`src/rtl/gpio_share_pkg.sv`:
```
// Shared constants for the shared pin port.
// Assumes byte addressing on the register bus.
package gpio_share_pkg;
    localparam int CTRL_OFS = 'h0;
    localparam int DATA_OFS = 'h4;

    typedef enum logic [1:0] {
        SEL_NONE = 2'd0,
        SEL_CTRL = 2'd1,
        SEL_DATA = 2'd2
    } reg_sel_e;
endpackage

```
`src/rtl/gpio_ctrl_regs.sv`:
```
// Register file: decodes bus cycles and holds the control word and data latch.
// Splits the interleaved control word into direction and pull-up vectors.
// Exports both current and next-state copies for change detection.
// Assumes single-cycle writes and a combinational read path.
module gpio_ctrl_regs
    import gpio_share_pkg::*;
#(
    parameter int PINS   = 16,
    parameter int ADDR_W = 8
) (
    input  logic                clk,
    input  logic                rst_n,
    input  logic                bus_valid,
    input  logic                bus_write,
    input  logic [ADDR_W-1:0]   bus_addr,
    input  logic [2*PINS-1:0]   bus_wdata,
    input  logic [PINS-1:0]     pin_level,
    output logic [2*PINS-1:0]   bus_rdata,
    output logic [2*PINS-1:0]   ctrl_q,
    output logic [PINS-1:0]     data_q,
    output logic [PINS-1:0]     dir_q,
    output logic [PINS-1:0]     pull_q,
    output logic [PINS-1:0]     data_nxt,
    output logic [PINS-1:0]     dir_nxt,
    output logic [PINS-1:0]     pull_nxt,
    output logic                wr_hit
);
    localparam int CW = 2 * PINS;
    localparam logic [ADDR_W-1:0] CTRL_A = ADDR_W'(CTRL_OFS);
    localparam logic [ADDR_W-1:0] DATA_A = ADDR_W'(DATA_OFS);

    reg_sel_e        sel;
    logic [CW-1:0]   ctrl_nxt;

    // Address decode into a register select.
    always_comb begin
        if (bus_addr == CTRL_A)      sel = SEL_CTRL;
        else if (bus_addr == DATA_A) sel = SEL_DATA;
        else                         sel = SEL_NONE;
    end

    assign wr_hit = bus_valid && bus_write && (sel != SEL_NONE);

    // Next-state values as they will be after this cycle's edge.
    always_comb begin
        ctrl_nxt = ctrl_q;
        data_nxt = data_q;
        if (bus_valid && bus_write && sel == SEL_CTRL) ctrl_nxt = bus_wdata;
        if (bus_valid && bus_write && sel == SEL_DATA) data_nxt = bus_wdata[PINS-1:0];
    end

    // Register update with synchronous reset.
    always_ff @(posedge clk) begin
        if (!rst_n) begin
            ctrl_q <= '0;
            data_q <= '0;
        end else begin
            ctrl_q <= ctrl_nxt;
            data_q <= data_nxt;
        end
    end

    // De-interleave: even bits are enables, odd bits are pull-ups.
    for (genvar n = 0; n < PINS; n++) begin : g_split
        assign dir_q[n]    = ctrl_q[2*n];
        assign pull_q[n]   = ctrl_q[2*n+1];
        assign dir_nxt[n]  = ctrl_nxt[2*n];
        assign pull_nxt[n] = ctrl_nxt[2*n+1];
    end

    // Read mux: data address returns resolved levels.
    always_comb begin
        bus_rdata = '0;
        case (sel)
            SEL_CTRL: bus_rdata = ctrl_q;
            SEL_DATA: bus_rdata = {{(CW-PINS){1'b0}}, pin_level};
            default:  bus_rdata = '0;
        endcase
    end
endmodule

```
`src/rtl/gpio_pin_resolve.sv`:
```
// Per-pin level resolution between CPU drive, peripheral drive and pull-up.
// Pure combinational; one identical cell per pin.
module gpio_pin_resolve #(
    parameter int PINS = 16
) (
    input  logic [PINS-1:0] cpu_dir,
    input  logic [PINS-1:0] cpu_dat,
    input  logic [PINS-1:0] pull_en,
    input  logic [PINS-1:0] per_dir,
    input  logic [PINS-1:0] per_dat,
    output logic [PINS-1:0] level
);
    for (genvar n = 0; n < PINS; n++) begin : g_pin
        logic cpu_hi, per_hi, float_hi;
        // Each driver contributes a high only when it is enabled.
        assign cpu_hi   = cpu_dir[n] & cpu_dat[n];
        assign per_hi   = per_dir[n] & per_dat[n];
        assign float_hi = ~(cpu_dir[n] | per_dir[n]) & pull_en[n];
        assign level[n] = cpu_hi | per_hi | float_hi;
    end
endmodule

```
`src/rtl/gpio_change_notify.sv`:
```
// Change detector: on a register write, compares resolved levels before
// and after, and pulses each listener whose mask covers a changed pin.
// Assumes peripheral inputs are steady across the write cycle.
module gpio_change_notify #(
    parameter int PINS      = 16,
    parameter int LISTENERS = 4
) (
    input  logic                        clk,
    input  logic                        rst_n,
    input  logic                        wr_hit,
    input  logic [PINS-1:0]             old_lvl,
    input  logic [PINS-1:0]             new_lvl,
    input  logic [LISTENERS*PINS-1:0]   trig_mask,
    output logic [LISTENERS-1:0]        notify
);
    logic [PINS-1:0] changed;
    assign changed = old_lvl ^ new_lvl;

    for (genvar k = 0; k < LISTENERS; k++) begin : g_lst
        logic hit;
        assign hit = wr_hit && (|(trig_mask[k*PINS +: PINS] & changed));
        // One-cycle pulse registered at the write edge.
        always_ff @(posedge clk) begin
            if (!rst_n) notify[k] <= 1'b0;
            else        notify[k] <= hit;
        end
    end
endmodule

```
`src/rtl/gpio_share_port.sv`:
```
// Top: shared sixteen-pin port with two drivers, pull-up fallback and
// per-listener change notification on CPU register writes.
module gpio_share_port #(
    parameter int PINS      = 16,
    parameter int LISTENERS = 4,
    parameter int ADDR_W    = 8
) (
    input  logic                        clk,
    input  logic                        rst_n,
    input  logic                        bus_valid,
    input  logic                        bus_write,
    input  logic [ADDR_W-1:0]           bus_addr,
    input  logic [2*PINS-1:0]           bus_wdata,
    output logic [2*PINS-1:0]           bus_rdata,
    input  logic [PINS-1:0]             per_dir,
    input  logic [PINS-1:0]             per_dat,
    input  logic [LISTENERS*PINS-1:0]   trig_mask,
    output logic [PINS-1:0]             pin_level,
    output logic [LISTENERS-1:0]        notify
);
    logic [2*PINS-1:0] ctrl_q;
    logic [PINS-1:0]   data_q, dir_q, pull_q;
    logic [PINS-1:0]   data_nxt, dir_nxt, pull_nxt;
    logic [PINS-1:0]   lvl_nxt;
    logic              wr_hit;

    gpio_ctrl_regs #(.PINS(PINS), .ADDR_W(ADDR_W)) u_regs (
        .clk(clk), .rst_n(rst_n),
        .bus_valid(bus_valid), .bus_write(bus_write),
        .bus_addr(bus_addr), .bus_wdata(bus_wdata),
        .pin_level(pin_level), .bus_rdata(bus_rdata),
        .ctrl_q(ctrl_q), .data_q(data_q), .dir_q(dir_q), .pull_q(pull_q),
        .data_nxt(data_nxt), .dir_nxt(dir_nxt), .pull_nxt(pull_nxt),
        .wr_hit(wr_hit)
    );

    // Levels as they stand now.
    gpio_pin_resolve #(.PINS(PINS)) u_now (
        .cpu_dir(dir_q), .cpu_dat(data_q), .pull_en(pull_q),
        .per_dir(per_dir), .per_dat(per_dat), .level(pin_level)
    );

    // Levels as they will stand after this cycle's write.
    gpio_pin_resolve #(.PINS(PINS)) u_next (
        .cpu_dir(dir_nxt), .cpu_dat(data_nxt), .pull_en(pull_nxt),
        .per_dir(per_dir), .per_dat(per_dat), .level(lvl_nxt)
    );

    gpio_change_notify #(.PINS(PINS), .LISTENERS(LISTENERS)) u_notify (
        .clk(clk), .rst_n(rst_n), .wr_hit(wr_hit),
        .old_lvl(pin_level), .new_lvl(lvl_nxt),
        .trig_mask(trig_mask), .notify(notify)
    );
endmodule

```
`config.mk`:
```
export PLATFORM = sky130hd
export DESIGN_NAME = gpio_share_port
export DESIGN_NICKNAME = d
export VERILOG_FILES = /design/src/rtl/gpio_share_pkg.sv /design/src/rtl/gpio_ctrl_regs.sv /design/src/rtl/gpio_pin_resolve.sv /design/src/rtl/gpio_change_notify.sv /design/src/rtl/gpio_share_port.sv
export SDC_FILE = /design/constraint.sdc
export NUM_CORES = 1
export LEC_CHECK = 0
export BUFFER_PORTS_ARGS = -buffer_cell sky130_fd_sc_hd__buf_2
export CORE_ASPECT_RATIO = 1.75
export CORE_MARGIN = 2
export CORE_UTILIZATION = 44
export DETAILED_ROUTE_END_ITERATION = 10
export PLACE_DENSITY = 0.83
export SLEW_MARGIN = 20
export SYNTH_ARGS = -nofsm -noshare
export SYNTH_HDL_FRONTEND = slang
export SYNTH_HIERARCHICAL = 1
export SYNTH_SLANG_ARGS = --single-unit
```
`constraint.sdc`:
```
create_clock -name clk -period 2.6 [get_ports clk]
set_clock_uncertainty 0.2 [all_clocks]
set_input_delay 0.26 -clock clk [delete_from_list [all_inputs] [get_ports clk]]
set_output_delay 0.26 -clock clk [all_outputs]
set_load 0.02 [all_outputs]
```
==> flow_metrics.env, run 1 <==
export IMPL_grt_pass1_vias=4426
export IMPL_tns_ns=-1.13
export IMPL_synth_compound_area_share_pct=14.0
export IMPL_ys_ff_latch=52
export IMPL_fin_cells=782
export IMPL_crit_path_start="bus_addr[6]"
export IMPL_synth_top_family_by_area="multiplexers"
export IMPL_rsz0062_at_grt="true"
export IMPL_rows=47
export IMPL_numCtsBuffers=5
export IMPL_grt_usage_pct=25.8
export IMPL_reg2reg_slack_ns=0.31
export IMPL_crit_required_ns=2.57
export IMPL_drt_iter0_drc=207
export IMPL_violations="negative setup slack"
export IMPL_syn_area_per_cell_um2=8.78
export IMPL_h_tree_depth=2
export IMPL_utilization_pct=61.1
export IMPL_grt_pass1_wl_um=21300
export IMPL_clkLatencyLatePin_ns=0.30
export IMPL_synth_most_common_cell="nand2_1"
export IMPL_rr_worst_depth=8
export IMPL_p_per_area_nw_per_um2=344
export IMPL_io_pins=192
export IMPL_routed_wl_um=14500
export IMPL_setup_ws_ns=-0.294
export IMPL_mappedNetlistArea_um2=4270
export IMPL_dieArea_um2=10500
export IMPL_setup_worst_path_end="u_notify/notify[1]"
export IMPL_hold_viol=0
export IMPL_pre_cts_slack_ns=-0.543
export IMPL_slew_headroom_pct=56.0
export IMPL_gp_congestion=0.903
export IMPL_min_period_ns=2.89
export IMPL_synthSimpleGateAreaFrac_pct=19.6
export IMPL_cts_tree="built"
export IMPL_place_area_um2=5360
export IMPL_ys_types=27
export IMPL_leakage_nw=3.13
export IMPL_worst_slew_pin_slew_ns=0.658
export IMPL_coreArea_um2=9470
export IMPL_nFillCells=776
export IMPL_clock_sinks=52
export IMPL_finalSetupViolCount=4
export IMPL_n_antenna_cell=0
export IMPL_period_share_pct=111
export IMPL_synthTopCellsByCount="nand2_1, mux2i_1, dfxtp_1"
export IMPL_min_path_type="input port to flip-flop"
export IMPL_worstSetupStartpointType="input port"
export IMPL_critPathArrivalTime_ns=2.87
export IMPL_drcViolationCount=0
export IMPL_synth_xor_area_share_pct=3.28
export IMPL_hold_ws_ns=0.0235
export IMPL_multi_input_area_um2=3050
export IMPL_final_area_um2=5790
export IMPL_r2r_end="u_notify/notify[1]"
export IMPL_fp_dieH_um=134
export IMPL_async_flop_share_pct=0
export IMPL_synth_seq_area_share_pct=24.4
export IMPL_nNetsFinal=799
export IMPL_r2r_start="u_regs/ctrl_q[17]"
export IMPL_cts_path_max_buffers=2
export IMPL_ant_nets=0
export IMPL_synth_top_area_share_pct=24.4
export IMPL_status="complete, but fails checks"
export IMPL_dp_cells=769
export IMPL_slew_viol_final=0
export IMPL_synth_edf_count=0
export IMPL_ctsHoldBuffers=0
export IMPL_syn_inst=486
export IMPL_cp_end_kind="flip-flop"
export IMPL_power_total_mw=1.99
export IMPL_syn_num_nets=626
export IMPL_antenna_found_initial=0
export IMPL_grt_max_degree=43
export IMPL_port_buffers=191
export IMPL_synthTopCellsByArea="dfxtp_1, mux2i_1, mux2_2"
export IMPL_die_w_um=78.5
export IMPL_path_clk_slew_ns=0.07
export IMPL_initial_core_util_pct=45.1
export IMPL_drv_cap=0
export IMPL_irDropWorstVdd_v=0.000281
export IMPL_wl_per_cell_um=18.5
export IMPL_dr_total_vias=4395
export IMPL_path_class="input port to flip-flop"
export IMPL_max_freq_mhz=346
export IMPL_synthMuxAreaShare_pct=27.7
export IMPL_path_max_fanout=4
export IMPL_drt_pass1_iterations=4
export IMPL_yosysTopAreaCell="dfxtp_1"
export IMPL_vias_per_cell=5.62
export IMPL_drive_gt1_share_pct=46.1
export IMPL_dp_hpwl_um=11200
export IMPL_root_buffer="clkbuf_16"
export IMPL_register_area_um2=1040
export IMPL_synth_ff_type="dfxtp_1"
export IMPL_grt_overflow=0
export IMPL_synth_adder_area_share_pct=0
export IMPL_ys_warnings_count=6
export IMPL_areaGrowthSynthToFinish_pct=35.6
export IMPL_worstHoldStart="bus_wdata[28]"
## final cells by class
type                    count  share of cell area, %
clock inverters             2                  0.173
flip-flops and latches     52                   18.0
repair buffers            223                   22.6
multi-input cells         353                   52.6
inverters                  24                   1.56
clock buffers               6                   2.40
well taps                 122                   2.64
## registers in the layout (all words and copies together), names as in the netlist
name,flops
u_notify/notify,4
u_regs/ctrl_q,32
u_regs/data_q,16
## worst min path at each step
stage / slack (ns) / cells after the start / endpoint
floorplan: 0.20 / 2 / u_regs/ctrl_q[16]
global placement: 0.26 / 2 / u_regs/data_q[5]
detailed placement: 0.27 / 2 / u_regs/data_q[11]
CTS: 0.02 / 3 / u_regs/ctrl_q[28]
global route: 0.02 / 3 / u_regs/ctrl_q[26]
finish: 0.02 / 3 / u_regs/ctrl_q[28]
## cells by family (layout without fill, tap and decap cells)
logic type / after synthesis / after routing
AO/OA/AOI/OAI: 68 / 68
multiplexers: 112 / 112
buffers and inverters: 81 / 255
AND/OR/NAND/NOR: 157 / 157
flip-flops: 52 / 52
XOR/XNOR: 16 / 16
## critical path, stage by stage
cell and delay (ns):
buf_6 0.10, nor4_4 0.25, buf_4 0.18, buf_6 0.11
nand4_4 0.16, clkbuf_16 0.23, mux2_4 0.29, a221o_1 0.41
xnor2_2 0.18, buf_6 0.15, o22ai_4 0.07, nor4_4 0.36
a31oi_1 0.13
## report_power, final
group | switching (mW) | total [mW] | internal (mW)
registers | 0.000529 | 0.797 | 0.796
logic | 0.282 | 0.513 | 0.232
clock network | 0.298 | 0.678 | 0.380
## layer usage
layer / vias up / wire length [um] / GRT usage (%)
met4: 0 / 737 / 15.8
li1: 2089 / - / -
met3: 46 / 984 / 5.79
met5: - / 0 / 0
met2: 204 / 7740 / 47.3
met1: 2056 / 5020 / 26.0
## cell usage in the layout (no fill, tap or decap), types with 12 or more instances in the layout
| cell | count |
|---|---|
| nor3b_1 | 31 |
| inv_1 | 24 |
| buf_2 | 189 |
| and3_1 | 17 |
| mux2_2 | 32 |
| buf_4 | 20 |
| a221o_1 | 32 |
| mux2i_1 | 64 |
| nand2_1 | 82 |
| dfxtp_1 | 52 |
| a22o_1 | 12 |
| nor2_1 | 16 |
## what timing repair did
item,4_1_cts,5_1_grt
hold endpoints to repair,0,0
buffers inserted,2,1
resized for setup,12,22
endpoints found under the setup margin,4,4
cloned,0,2
pin swaps,9,20
No activity file was read; power rests on OpenSTA's default activity.
==> run 2: changes to the inputs <==
Settings changed: CORE_ASPECT_RATIO 1.75 to 0.8.
==> run 2 against run 1 <==
The run still ends with negative setup slack left; global-route usage shrank 1.0 points; final cell count shrank 0.13%; clock power grew 12%; clock-buffer cell count is the same; final area shrank 1.9%; die area shrank 0.25%; largest power group unchanged; critical path depth shrank 1; largest cell class unchanged.
==> flow_metrics.env, run 2 (same netlist as run 1, synthesis figures left out) <==
export IMPL_status="complete, but fails checks"
export IMPL_violations="negative setup slack"
export IMPL_setup_ws_ns=-0.212
export IMPL_drt_iter0_drc=241
export IMPL_dr_total_vias=4342
export IMPL_layout_common_cells="buf_2, nand2_1, mux2i_1"
export IMPL_numCtsBuffers=5
export IMPL_pwr_share_comb_pct=23.1
export IMPL_slew_headroom_pct=52.0
export IMPL_worstHoldStart="bus_wdata[23]"
export IMPL_nNetsFinal=801
export IMPL_cp_end_kind="flip-flop"
export IMPL_path_class="input port to flip-flop"
export IMPL_r2r_end="u_notify/notify[2]"
export IMPL_period_share_pct=108
export IMPL_critPathArrivalTime_ns=2.78
export IMPL_place_area_um2=5360
export IMPL_pre_cts_slack_ns=-0.506
export IMPL_critPathMaxStageDelay_ns=0.32
export IMPL_power_frac_clock_pct=37.5
export IMPL_routed_wl_um=13800
export IMPL_hold_viol=0
export IMPL_reg2reg_slack_ns=0.32
export IMPL_tns_ns=-0.700
export IMPL_hold_ws_ns=0.0261
export IMPL_min_period_ns=2.81
export IMPL_io_pins=192
export IMPL_irDropWorstVdd_v=0.000314
export IMPL_grt_pass1_wl_um=20700
export IMPL_largest_reg_flops=32
export IMPL_path_clk_slew_ns=0.07
export IMPL_clock_sinks=52
export IMPL_dp_cells=768
export IMPL_cts_path_max_buffers=2
export IMPL_vias_per_cell=5.56
export IMPL_rows=32
export IMPL_crit_required_ns=2.57
export IMPL_grt_usage_pct=24.8
export IMPL_grt_max_degree=32
export IMPL_switchingPower_mw=0.563
export IMPL_drive_gt1_share_pct=44.7
export IMPL_path_max_fanout=10
export IMPL_crit_chain="buf_2 > nor4_4 > buf_4 > nand3_4 > buf_12 > mux2_2 > nor3b_1 > a221o_1 > xor2_2 > a22o_1 > nor4_2 > a31oi_1"
export IMPL_reg_top3="u_regs/ctrl_q x32, u_regs/data_q x16, u_notify/notify x4"
export IMPL_gp_congestion=0.945
export IMPL_drv_cap=0
export IMPL_clkLatencyLatePin_ns=0.29
export IMPL_hold_depth=3
export IMPL_max_freq_mhz=356
export IMPL_switching_share_pct=27.8
export IMPL_drcViolationCount=0
export IMPL_ctsHoldBuffers=0
export IMPL_areaGrowthSynthToFinish_pct=33.0
export IMPL_worst_slew_pin_slew_ns=0.718
export IMPL_slew_viol_final=0
export IMPL_antenna_found_initial=0
export IMPL_min_path_type="input port to flip-flop"
export IMPL_power_total_mw=2.03
export IMPL_ant_nets=0
export IMPL_grt_overflow=0
export IMPL_seqPwrFrac_pct=39.3
export IMPL_regMostFlops="u_regs/ctrl_q"
export IMPL_p_per_area_nw_per_um2=357
export IMPL_leakage_nw=3.11
export IMPL_drt_pass1_iterations=4
export IMPL_fp_dieH_um=92.1
export IMPL_final_common_cell="buf_2"
export IMPL_port_buffers=191
export IMPL_die_w_um=114
export IMPL_coreArea_um2=9530
export IMPL_dieArea_um2=10500
export IMPL_finalSetupViolCount=4
export IMPL_nFillCells=833
export IMPL_wl_per_cell_um=17.6
export IMPL_final_area_um2=5680
export IMPL_fin_cells=781
export IMPL_root_buffer="clkbuf_16"
export IMPL_critPathSlowestCell="nor4_2"
export IMPL_dp_hpwl_um=10700
export IMPL_holdPathEnd="u_regs/ctrl_q[23]"
export IMPL_h_tree_depth=2
export IMPL_cts_tree="built"
export IMPL_initial_core_util_pct=44.8
export IMPL_rr_worst_depth=7
export IMPL_worstSetupStartpointType="input port"
export IMPL_grt_pass1_vias=4193
export IMPL_n_antenna_cell=0
export IMPL_r2r_start="u_regs/ctrl_q[29]"
export IMPL_p_int_mw=1.46
export IMPL_rsz0062_at_grt="true"
export IMPL_utilization_pct=59.6
[run 2: changes by cell type in the layout (fill, tap and decap cells not counted), moves of 3 or more]
cell,change
buf_6,-9
buf_4,+8
mux2_4,-5
o22ai_1,+5
mux2_1,+4
nor4_2,+3
nor4_4,-3
o22ai_2,-3
[run 2: critical path, delay by kind of cell]
family / cells / cell delay (ns)
AND/OR/NAND/NOR: 4 / 0.83
buffers and inverters: 3 / 0.50
multiplexers: 1 / 0.27
XOR/XNOR: 1 / 0.23
AO/OA/AOI/OAI: 3 / 0.67
[run 2: layer usage]
layer	track usage, %	routed length [um]	vias up
li1	-	-	2089
met1	31.3	5850	2043
met2	43.6	6680	189
met3	3.97	943	21
met4	7.32	290	0
met5	0	0	-
[run 2: power by group through the flow]
stage               Clock [mW]  Combinational [mW]  Sequential (mW)
floorplan                    0               0.235            0.815
global placement             0               0.444            0.815
detailed placement           0               0.453            0.815
CTS                      0.769               0.460            0.797
global route             0.815               0.499            0.797
finish                   0.760               0.469            0.797
[run 2: what timing repair did]
action | 4_1_cts | 5_1_grt
gates cloned | 2 | 0
setup endpoints to repair | 4 | 4
resized for setup | 5 | 9
pin swaps | 6 | 6
setup buffers | 1 | 2
[run 2: how the worst max path moves through the flow]
stage           startpoint                  to  slack (ns)  cells past startpoint
2_1_floorplan  bus_addr[2]  u_notify/notify[0]       -0.23                     12
3_3_place_gp   bus_addr[5]  u_notify/notify[1]       -0.46                     13
3_5_place_dp   bus_addr[5]  u_notify/notify[2]       -0.51                     13
4_1_cts        bus_addr[5]  u_notify/notify[2]       -0.17                     12
5_1_grt        bus_addr[5]  u_notify/notify[2]       -0.27                     12
6_report       bus_addr[5]  u_notify/notify[2]       -0.21                     12
[run 2: layout make-up]
| class | count | area, um^2 | share of cell area [%] |
|---|---|---|---|
| well taps | 119 | 149 | 2.62 |
| clock inverters | 2 | 35.0 | 0.617 |
| repair buffers | 225 | 1300 | 22.9 |
| multi-input cells | 353 | 2930 | 51.7 |
| flip-flops and latches | 52 | 1040 | 18.3 |
| inverters | 24 | 90.1 | 1.59 |
| clock buffers | 6 | 129 | 2.27 |
